$ cat src/rtl/crc32r_pkg.sv
package crc32r_pkg;

  localparam int unsigned CRC_W_DEF  = 32;
  localparam int unsigned BYTE_W_DEF = 8;
  localparam logic [31:0] POLY_DEF   = 32'hEDB8_8320;
  localparam logic [31:0] SEED_DEF   = 32'hFFFF_FFFF;

  // Per-cycle command from the sequencer to the datapath
  typedef enum logic [2:0] {
    CMD_HOLD         = 3'd0,
    CMD_RELOAD       = 3'd1,
    CMD_ACCEPT       = 3'd2,
    CMD_ACCEPT_FRESH = 3'd3,
    CMD_SHIFT        = 3'd4
  } crc_cmd_e;

endpackage

$ cat src/rtl/crc32r_step.sv
// One reflected LFSR step: shift right, fold polynomial when bit 0 is set.
module crc32r_step #(
  parameter int unsigned W    = 32,
  parameter logic [W-1:0] POLY = 32'hEDB8_8320
) (
  input  logic [W-1:0] cur,
  output logic [W-1:0] nxt
);
  for (genvar i = 0; i < W; i++) begin : g_bit
    if (i == W - 1) begin : g_top
      assign nxt[i] = cur[0] & POLY[i];
    end else begin : g_mid
      assign nxt[i] = cur[i+1] ^ (cur[0] & POLY[i]);
    end
  end
endmodule

$ cat src/rtl/crc32r_seq.sv
// Shift counter and stream acceptance.
module crc32r_seq
  import crc32r_pkg::*;
#(
  parameter int unsigned BYTE_W = 8
) (
  input  logic     clk,
  input  logic     rst,
  input  logic     start,
  input  logic     in_valid,
  output logic     in_ready,
  output crc_cmd_e cmd
);
  localparam int unsigned CNT_W = (BYTE_W > 2) ? $clog2(BYTE_W) : 1;
  localparam logic [CNT_W-1:0] LAST = CNT_W'(BYTE_W - 1);

  logic [CNT_W-1:0] left_q;
  logic             take;

  assign in_ready = (left_q == '0);
  assign take     = in_valid && in_ready;

  always_comb begin
    if (take)                cmd = start ? CMD_ACCEPT_FRESH : CMD_ACCEPT;
    else if (start)          cmd = CMD_RELOAD;
    else if (!in_ready)      cmd = CMD_SHIFT;
    else                     cmd = CMD_HOLD;
  end

  always_ff @(posedge clk) begin
    if (rst) begin
      left_q <= '0;
    end else begin
      unique case (cmd)
        CMD_ACCEPT, CMD_ACCEPT_FRESH: left_q <= LAST;
        CMD_RELOAD:                   left_q <= '0;
        CMD_SHIFT:                    left_q <= left_q - 1'b1;
        default:                      left_q <= left_q;
      endcase
    end
  end
endmodule

$ cat src/rtl/crc32r_datapath.sv
// CRC register with byte fold-in and a single shared step unit.
module crc32r_datapath
  import crc32r_pkg::*;
#(
  parameter int unsigned  W      = 32,
  parameter int unsigned  BYTE_W = 8,
  parameter logic [W-1:0] POLY   = 32'hEDB8_8320,
  parameter logic [W-1:0] SEED   = 32'hFFFF_FFFF
) (
  input  logic              clk,
  input  logic              rst,
  input  crc_cmd_e          cmd,
  input  logic [BYTE_W-1:0] in_data,
  output logic [W-1:0]      crc
);
  localparam int unsigned PAD = W - BYTE_W;

  logic [W-1:0] crc_q, base, mixed, step_in, step_out;

  assign base    = (cmd == CMD_ACCEPT_FRESH) ? SEED : crc_q;
  assign mixed   = base ^ {{PAD{1'b0}}, in_data};
  assign step_in = (cmd == CMD_ACCEPT || cmd == CMD_ACCEPT_FRESH) ? mixed : crc_q;

  crc32r_step #(.W(W), .POLY(POLY)) u_step (
    .cur (step_in),
    .nxt (step_out)
  );

  always_ff @(posedge clk) begin
    if (rst) begin
      crc_q <= SEED;
    end else begin
      unique case (cmd)
        CMD_RELOAD:                              crc_q <= SEED;
        CMD_ACCEPT, CMD_ACCEPT_FRESH, CMD_SHIFT: crc_q <= step_out;
        default:                                 crc_q <= crc_q;
      endcase
    end
  end

  assign crc = crc_q;
endmodule

$ cat src/rtl/crc32r_serial.sv
module crc32r_serial
  import crc32r_pkg::*;
#(
  parameter int unsigned  W      = CRC_W_DEF,
  parameter int unsigned  BYTE_W = BYTE_W_DEF,
  parameter logic [W-1:0] POLY   = POLY_DEF,
  parameter logic [W-1:0] SEED   = SEED_DEF
) (
  input  logic              clk,
  input  logic              rst,
  input  logic              start,
  input  logic              in_valid,
  input  logic [BYTE_W-1:0] in_data,
  output logic              in_ready,
  output logic [W-1:0]      crc_out
);
  crc_cmd_e cmd;

  crc32r_seq #(.BYTE_W(BYTE_W)) u_seq (
    .clk      (clk),
    .rst      (rst),
    .start    (start),
    .in_valid (in_valid),
    .in_ready (in_ready),
    .cmd      (cmd)
  );

  crc32r_datapath #(.W(W), .BYTE_W(BYTE_W), .POLY(POLY), .SEED(SEED)) u_dp (
    .clk     (clk),
    .rst     (rst),
    .cmd     (cmd),
    .in_data (in_data),
    .crc     (crc_out)
  );
endmodule

$ cat config.mk
export PLATFORM = sky130hd
export DESIGN_NAME = crc32r_serial
export DESIGN_NICKNAME = d
export VERILOG_FILES = /design/src/rtl/crc32r_pkg.sv /design/src/rtl/crc32r_step.sv /design/src/rtl/crc32r_seq.sv /design/src/rtl/crc32r_datapath.sv /design/src/rtl/crc32r_serial.sv
export SDC_FILE = /design/constraint.sdc
export NUM_CORES = 1
export LEC_CHECK = 0
export CAP_MARGIN = 5
export CORE_MARGIN = 2
export CORE_UTILIZATION = 51
export CTS_BUF_LIST = sky130_fd_sc_hd__clkbuf_4 sky130_fd_sc_hd__clkbuf_8 sky130_fd_sc_hd__clkbuf_16
export CTS_CLUSTER_DIAMETER = 100
export DETAILED_ROUTE_END_ITERATION = 8
export PLACE_DENSITY = 0.84
export SYNTH_ARGS = -nofsm -noshare
export SYNTH_HDL_FRONTEND = slang
export SYNTH_SLANG_ARGS = --single-unit
$ cat constraint.sdc
create_clock -name clk -period 4.1 [get_ports clk]
set_input_delay 0.41 -clock clk [delete_from_list [all_inputs] [get_ports clk]]
set_output_delay 0.41 -clock clk [all_outputs]
set_load 0.02 [all_outputs]
Word-level counts from Yosys, hierarchy flattened --
Index checks and enable logic that the tools add are counted.
Cells by class: bitwise logic cells 14, eq/ne operators 4, muxes and demuxes 8, add/sub/neg operators 1, reduce and logical (&&, ||, !) cells 7
Operator list (count):
- $mux W32 | 2
- $pmux W32 S2 | 1
- $xor A32 B8 Y32 | 1
- $xor A1 B1 Y1 | 13
- $mux W3 | 3
- $pmux W3 S3 | 1
- $eq A3 B2 Y1 const B | 2
- $eq A3 B1 Y1 const B | 1
- $eq A3 B3 Y1 const B | 1
- $logic_not A3 Y1 | 1
- $reduce_bool A3 Y1 | 1
- $reduce_or A3 Y1 | 1
- $sub A3 B1 Y3 const B | 1
- $reduce_bool A2 Y1 | 1
- $reduce_or A2 Y1 | 1
- $logic_and A1 B1 Y1 | 1
- $logic_or A1 B1 Y1 | 1
- $mux W1 | 1
Storage, ports and cells: word-level logic and storage cells 36, register bits after elaboration 35

Depth between registers and ports, before layout --
Gate-level depths: netlist (run 1).
depth after elaboration 10, depth in mapped cells 10, gate-level depth less buffers 8

By module --
Synthesis (run 1) repeated with hierarchy kept, for this count alone.
Unflattened totals: cell total of the unflattened synthesis 338, area, all modules 2821.5 um^2
Modules (own cells, without submodules):
- crc32r_datapath | cells an instance 280, area each 2346.0 um^2, times used 1
- crc32r_step | cells an instance 34, area each 287.8 um^2, times used 1
- crc32r_seq | cells an instance 24, area each 187.7 um^2, times used 1

Least setup slack after synthesis (run 1) --
No wires, ideal clock.
kind register to register, start point register u_seq.left_q[0], end point register u_dp.crc_q[15] (netlist: u_dp.crc[15]), cell stages (with the launch flop) 11, path buffers 2, arrival time 1535 ps, data required time 3972 ps, slack 2437 ps, setup time 128 ps, period minus slack after synthesis 1663 ps, cells stage by stage dfxtp_1 > inv_1 > ha_1 > nand2b_1 > inv_2 > and3_1 > buf_4 > buf_2 > nor2_1 > xor2_1 > o21ai_1
On the way: word-level cells in the longest chain between the ends 10, elaborated cells on any way between the ends 17
Ends and longest elaborated chain:
- start, declared | RTL line crc32r_seq.sv:17 | logic [CNT_W-1:0] left_q;
- start signal, assigned | RTL line crc32r_seq.sv:37 | CMD_SHIFT: left_q <= left_q - 1'b1;
- start signal, assigned | RTL line crc32r_seq.sv:38 | default: left_q <= left_q;
- $logic_not A3 Y1 (*) | RTL line crc32r_seq.sv:20 | assign in_ready = (left_q == '0);
- $mux W3 | RTL line crc32r_seq.sv:26 | else if (!in_ready) cmd = CMD_SHIFT;
- $mux W3 | RTL line crc32r_seq.sv:25 | else if (start) cmd = CMD_RELOAD;
- $mux W3 (*) | RTL line crc32r_seq.sv:24 | if (take) cmd = start ? CMD_ACCEPT_FRESH : CMD_ACCEPT;
- $eq A3 B2 Y1 | RTL line crc32r_datapath.sv:20, crc32r_datapath.sv:22, crc32r_datapath.sv:33
- $mux W32 | RTL line crc32r_datapath.sv:20 | assign base = (cmd == CMD_ACCEPT_FRESH) ? SEED : crc_q;
- $xor A32 B8 Y32 | RTL line crc32r_datapath.sv:21 | assign mixed = base ^ {{PAD{1'b0}}, in_data};
- $mux W32 | RTL line crc32r_datapath.sv:22 | assign step_in = (cmd == CMD_ACCEPT || cmd == CMD_ACCEPT_FRESH) ? mixed : crc_q;
- $xor A1 B1 Y1 | RTL line crc32r_step.sv:13 | assign nxt[i] = cur[i+1] ^ (cur[0] & POLY[i]);
- $pmux W32 S2 | RTL line crc32r_datapath.sv:33 | unique case (cmd)
- end signal, assigned | RTL line crc32r_datapath.sv:35 | CMD_ACCEPT, CMD_ACCEPT_FRESH, CMD_SHIFT: crc_q <= step_out;
- end signal, assigned | RTL line crc32r_datapath.sv:36 | default: crc_q <= crc_q;
- end, declared | RTL line crc32r_datapath.sv:18 | logic [W-1:0] crc_q, base, mixed, step_in, step_out;
Every way passes the cells marked *; elsewhere a longest branch is shown, timed or not. A chain may end at the register's enable or synchronous reset.

Final worst setup path (run 1) --
start point register u_seq.left_q[0], end point output port in_ready
On the way: word-level cells in the longest chain between the ends 1
Ends and longest elaborated chain:
- $logic_not A3 Y1 | RTL line crc32r_seq.sv:20
- end, declared | RTL line crc32r_serial.sv:14 | output logic in_ready,
No other way between the ends.

==> results.cfg, run 1 <==
[grt]
top_usage_layer = met2
grt_pass1_wl_um = 6330
grtUsageMet2_pct = 33.1
grt_max_degree = 32
grt_overflow = 0
met3_usage_pct = 5.67
grt_pass1_vias = 1439
antenna_found_initial = 0
track_usage_pct = 22.3
grtUsageMet1_pct = 30.9

[yosys]
yosysWarnings = 0
syn_nets = 241
synth_cell_type_count = 30
synth-seq-cells = 35
netlist_area_um2 = 1680
seq_area_frac_synth_pct = 41.7
syn_inst = 227
syn_area_per_cell_um2 = 7.40
synthArstFlopShare_pct = 0
ys.flop_type = dfxtp_1
synth_edf_count = 0

[finish]
area_delta_synth_final_pct = 28.2
antennaDiodeCount = 0
final_cell_mix = nand2_1, clkdlybuf4s50_1, dfxtp_1, a21oi_1, nor2_1
layout.nets = 277
final_util_pct = 69.4
fin_cells = 308
final_common_cell = nand2_1
drive_gt1_share_pct = 4.92

[clocking]
hold_buffers = 0
cts_root_buf = clkbuf_4
cts_buffer_depth = 2
clk_latency_ns = 0.34
path_clk_slew_ns = 0.11
clkSinkCount = 35
cts_tree = done
postCtsSetupBuffers = 0
postCtsResizedCells = 0
cts_htree_levels = 2
numCtsBuffers = 5

[detailed_routing]
ant_nets = 0
vias = 1590
drc = 0
wl_um = 3690
drt_iter0_drc = 88
via_per_inst = 5.16
routedWlPerCell_um = 12.0
drtPass1Iterations = 4

[floorplanning]
coreArea_um2 = 3100
die_y_um = 61.4
io_pins = 45
rows = 20
die_area_um2 = 3770
start_util_pct = 54.1
die_w_um = 61.4

[critical_path]
rrSetupSlack_ns = 1.77
arrival_ns = 2.22
crit_required_ns = 3.69
reg2reg_depth = 8
worstPathMaxFanout = 17
reg2reg_to = u_dp.crc[9]$_SDFFE_PP1P_
worstSetupEndpointType = output pin
crit_path_start_kind = flop
rr_startpoint = u_seq.left_q[0]$_SDFFE_PP0P_
worst-setup-path-type = flop to output pin
endpoint = in_ready
cp-startpoint = u_seq.left_q[0]$_SDFFE_PP0P_

[pwr]
power.density_nw_per_um2 = 546
ir_worst_vdd_mv = 0.324
p_leak_nw = 0.895

[worst_hold_path]
worstHoldStart = u_dp.crc[18]$_SDFFE_PP1P_
hp-class = flop to flop

[status]
status = finished clean

[sta]
final.setup_skew_ns = 0.00910
slew_headroom_pct = 52.6
fmax_mhz = 381
grt_setup_unrepaired = no
finalSetupTns_ns = 0
finalHoldViolCount = 0
slew_violations = 0
fin_hold_ws_ns = 0.492
setup_violations = 0
finalCritPeriodShare_pct = 64.1
worst_pin_slew_ns = 0.708
finalCriticalPeriod_ns = 2.63

[flow_run]
max-cap-violations = 0

[placed_design]
hpwl_um = 2520
io_buffers = 44
gp_congestion = 0.766
dp.cells = 300
[routing by layer]
layer	wire (um)	part of all wire, %
met1	1820	49
met2	1620	44
met3	187	5.1
met4	64	1.7
met5	0	0
[metrics by stage]
step / worst slack [ns] / area [um2] / power, mW
final: 1.47 / 2150 / 1.17
after CTS: 1.48 / 2150 / 1.18
after floorplan: 2.44 / 1680 / 0.831
after global placement: 1.62 / 2090 / 0.983
after global routing: 1.35 / 2150 / 1.27
after detailed placement: 1.60 / 2090 / 0.992
[power breakdown]
part	internal [mW]	switching (mW)	total, mW
clock	0.0728	0.117	0.189
combinational	0.226	0.303	0.528
sequential	0.403	0.0531	0.456
[critical path: stages (launching register included)]
cell,delay (ns)
dfxtp_1,0.33
inv_1,0.07
ha_1,0.20
nand2b_1,0.27
inv_2,0.34
clkdlybuf4s50_1,0.67
[logic make-up (layout without fill, tap and decap cells)]
logic type | Yosys count | after routing | share of synthesized area [%]
XOR/XNOR | 14 | 14 | 7.30
adder cells (fa/ha/maj) | 2 | 2 | 1.49
AND/OR/NAND/NOR | 94 | 94 | 23.4
flip-flops | 35 | 35 | 41.7
AO/OA/AOI/OAI | 61 | 61 | 19.6
buffers and inverters | 21 | 58 | 6.48
[synth_stat cells (2+ instances only)]
master,n,area share (%)
o21ai_0,11,3.3
inv_1,4,0.89
buf_2,2,0.60
o21ai_1,10,3.0
nand2_1,45,10
xnor2_1,2,1.0
nor2_1,28,6.3
nand3_1,14,4.2
a21oi_1,33,9.8
clkbuf_1,11,2.5
dfxtp_1,35,42
xor2_1,12,6.3
ha_1,2,1.5
nand2b_1,2,0.75
[final cells by class]
type,instances,area (um2)
inverters,5,18.8
clock buffers,6,45.0
flip-flops and latches,35,701
repair buffers,45,448
multi-input cells,171,872
fillers,283,951
well taps,44,55.1
clock inverters,2,12.5
[how the worst min path moves through the flow]
stage / depth (start not counted) / to / slack, ns
floorplan: 2 / u_seq.left_q[2]$_SDFFE_PP0P_ / 0.47
global placement: 2 / u_dp.crc[17]$_SDFFE_PP1P_ / 0.47
detailed placement: 2 / u_dp.crc[18]$_SDFFE_PP1P_ / 0.48
CTS: 2 / u_dp.crc[18]$_SDFFE_PP1P_ / 0.49
global route: 2 / u_dp.crc[22]$_SDFFE_PP1P_ / 0.52
finish: 2 / u_dp.crc[18]$_SDFFE_PP1P_ / 0.49
[sequential cells by signal (all words and copies together), names as in the netlist]
name and count:
u_seq.left_q 3, u_dp.crc 32
No activity file was read; power rests on OpenSTA's default activity.
==> run 2: changes to the inputs <==
CORE_UTILIZATION = 48   (was 51)
PLACE_DENSITY = 0.79   (was 0.84)
clock period = 2.6 ns   (was 4.1 ns; I/O delays follow)
==> results.cfg, run 2 (synthesis results as in run 1) <==
[critical_path]
worstPathMaxFanout = 17
cp_slowest_cell = clkdlybuf4s50_1
worstSetupEndpointType = output pin
path_delay_family = buffers and inverters
cp-startpoint = u_seq.left_q[0]$_SDFFE_PP0P_
arrival_ns = 1.95
worst-setup-path-type = flop to output pin
critPathMaxStageDelay_ns = 0.66
cp_num_buf_inv = 3
cp_cell_sequence = inv_1, ha_1, nand2b_1, inv_2, clkdlybuf4s50_1
crit_path_start_kind = flop
rr_startpoint = u_seq.left_q[0]$_SDFFE_PP0P_
crit_required_ns = 2.34

[sta]
worst_pin_slew_ns = 0.476
slew_headroom_pct = 68.1
setup_violations = 0
fmax_mhz = 452
slew_violations = 0
finalSetupTns_ns = 0
grt_setup_unrepaired = no
finalHoldViolCount = 0
fin_hold_ws_ns = 0.489
final.setup_skew_ns = 0.00548
finalCritPeriodShare_pct = 85.0
finalCriticalPeriod_ns = 2.21

[finish]
antennaDiodeCount = 0
post-route-cell-area_um2 = 2240
layout.nets = 285
final_cell_mix = nand2_1, clkdlybuf4s50_1, dfxtp_1, a21oi_1, nor2_1
drive_gt1_share_pct = 7.72
area_delta_synth_final_pct = 33.6
largest_reg_flops = 32
final_common_cell = nand2_1
final_util_pct = 67.2

[detailed_routing]
ant_nets = 0
drt_iter0_drc = 132
drc = 0
routedWlPerCell_um = 11.9
wl_um = 3790
vias = 1651
drtPass1Iterations = 6
via_per_inst = 5.19

[grt]
antenna_found_initial = 0
grt_pass1_vias = 1429
grt_max_degree = 18
grt_overflow = 0
grt_pass1_wl_um = 6530
track_usage_pct = 20.7

[clocking]
hold_buffers = 0
numCtsBuffers = 5
path_clk_slew_ns = 0.11
postCtsResizedCells = 0
cts_root_buf = clkbuf_4
cts_buffer_depth = 2
cts_htree_levels = 2
cts_tree = done
clkSinkCount = 35
postCtsSetupBuffers = 0
clk_latency_ns = 0.34

[placed_design]
place_area_um2 = 2160
io_buffers = 44
gp_congestion = 0.753
hpwl_um = 2740

[worst_hold_path]
hp-class = flop to flop
worstHoldStart = u_dp.crc[14]$_SDFFE_PP1P_

[pwr]
p_total_mw = 2.00
power.density_nw_per_um2 = 890
p_leak_nw = 0.951
ir_worst_vdd_mv = 0.469

[flow_run]
max-cap-violations = 0

[floorplanning]
start_util_pct = 50.3
io_pins = 45
die_w_um = 63.1
die_y_um = 63.1
rows = 21
coreArea_um2 = 3340
die_area_um2 = 3990

[status]
status = finished clean
## run 2: tightest hold or removal path: stages, from the launching register on
cell,delay [ns]
dfxtp_1,0.34
nand2_1,0.05
nand3_1,0.06
## run 2: layer usage
metal / GRT usage [%] / up-vias / share of wire (%)
li1: - / 850 / -
met1: 27.0 / 757 / 47
met2: 32.0 / 40 / 45
met3: 7.32 / 4 / 6.4
met4: 6.67 / 0 / 1.1
met5: 0 / - / 0
## run 2: final timing paths
check	end	slack, ns	depth (start not counted)
worst max-delay path	in_ready	0.39	5
worst min-delay path	u_dp.crc[14]$_SDFFE_PP1P_	0.49	2
worst max register to register	u_dp.crc[24]$_SDFFE_PP1P_	0.69	9
worst min register to register	u_dp.crc[14]$_SDFFE_PP1P_	0.49	2
## run 2: stage by stage
| stage | setup WS [ns] | instances |
|---|---|---|
| after global placement | 0.550 | 310 |
| after detailed placement | 0.510 | 310 |
| final | 0.389 | 318 |
| after CTS | 0.385 | 318 |
| after floorplan | 0.937 | 227 |
| after global routing | 0.266 | 318 |
## run 2: cell type report
type                    count  area [um2]
well taps                  46        57.6
multi-input cells         171         872
repair buffers             53         508
flip-flops and latches     35         701
clock buffers               6        51.3
inverters                   5        18.8
clock inverters             2        35.0
fillers                   300        1090
## run 2: report_power, final
part | internal [mW] | leakage [nW] | switching (mW)
Clock | 0.227 | 0.0482 | 0.181
Sequential | 0.636 | 0.289 | 0.0842
Combinational | 0.384 | 0.614 | 0.485
Total | 1.25 | 0.951 | 0.750
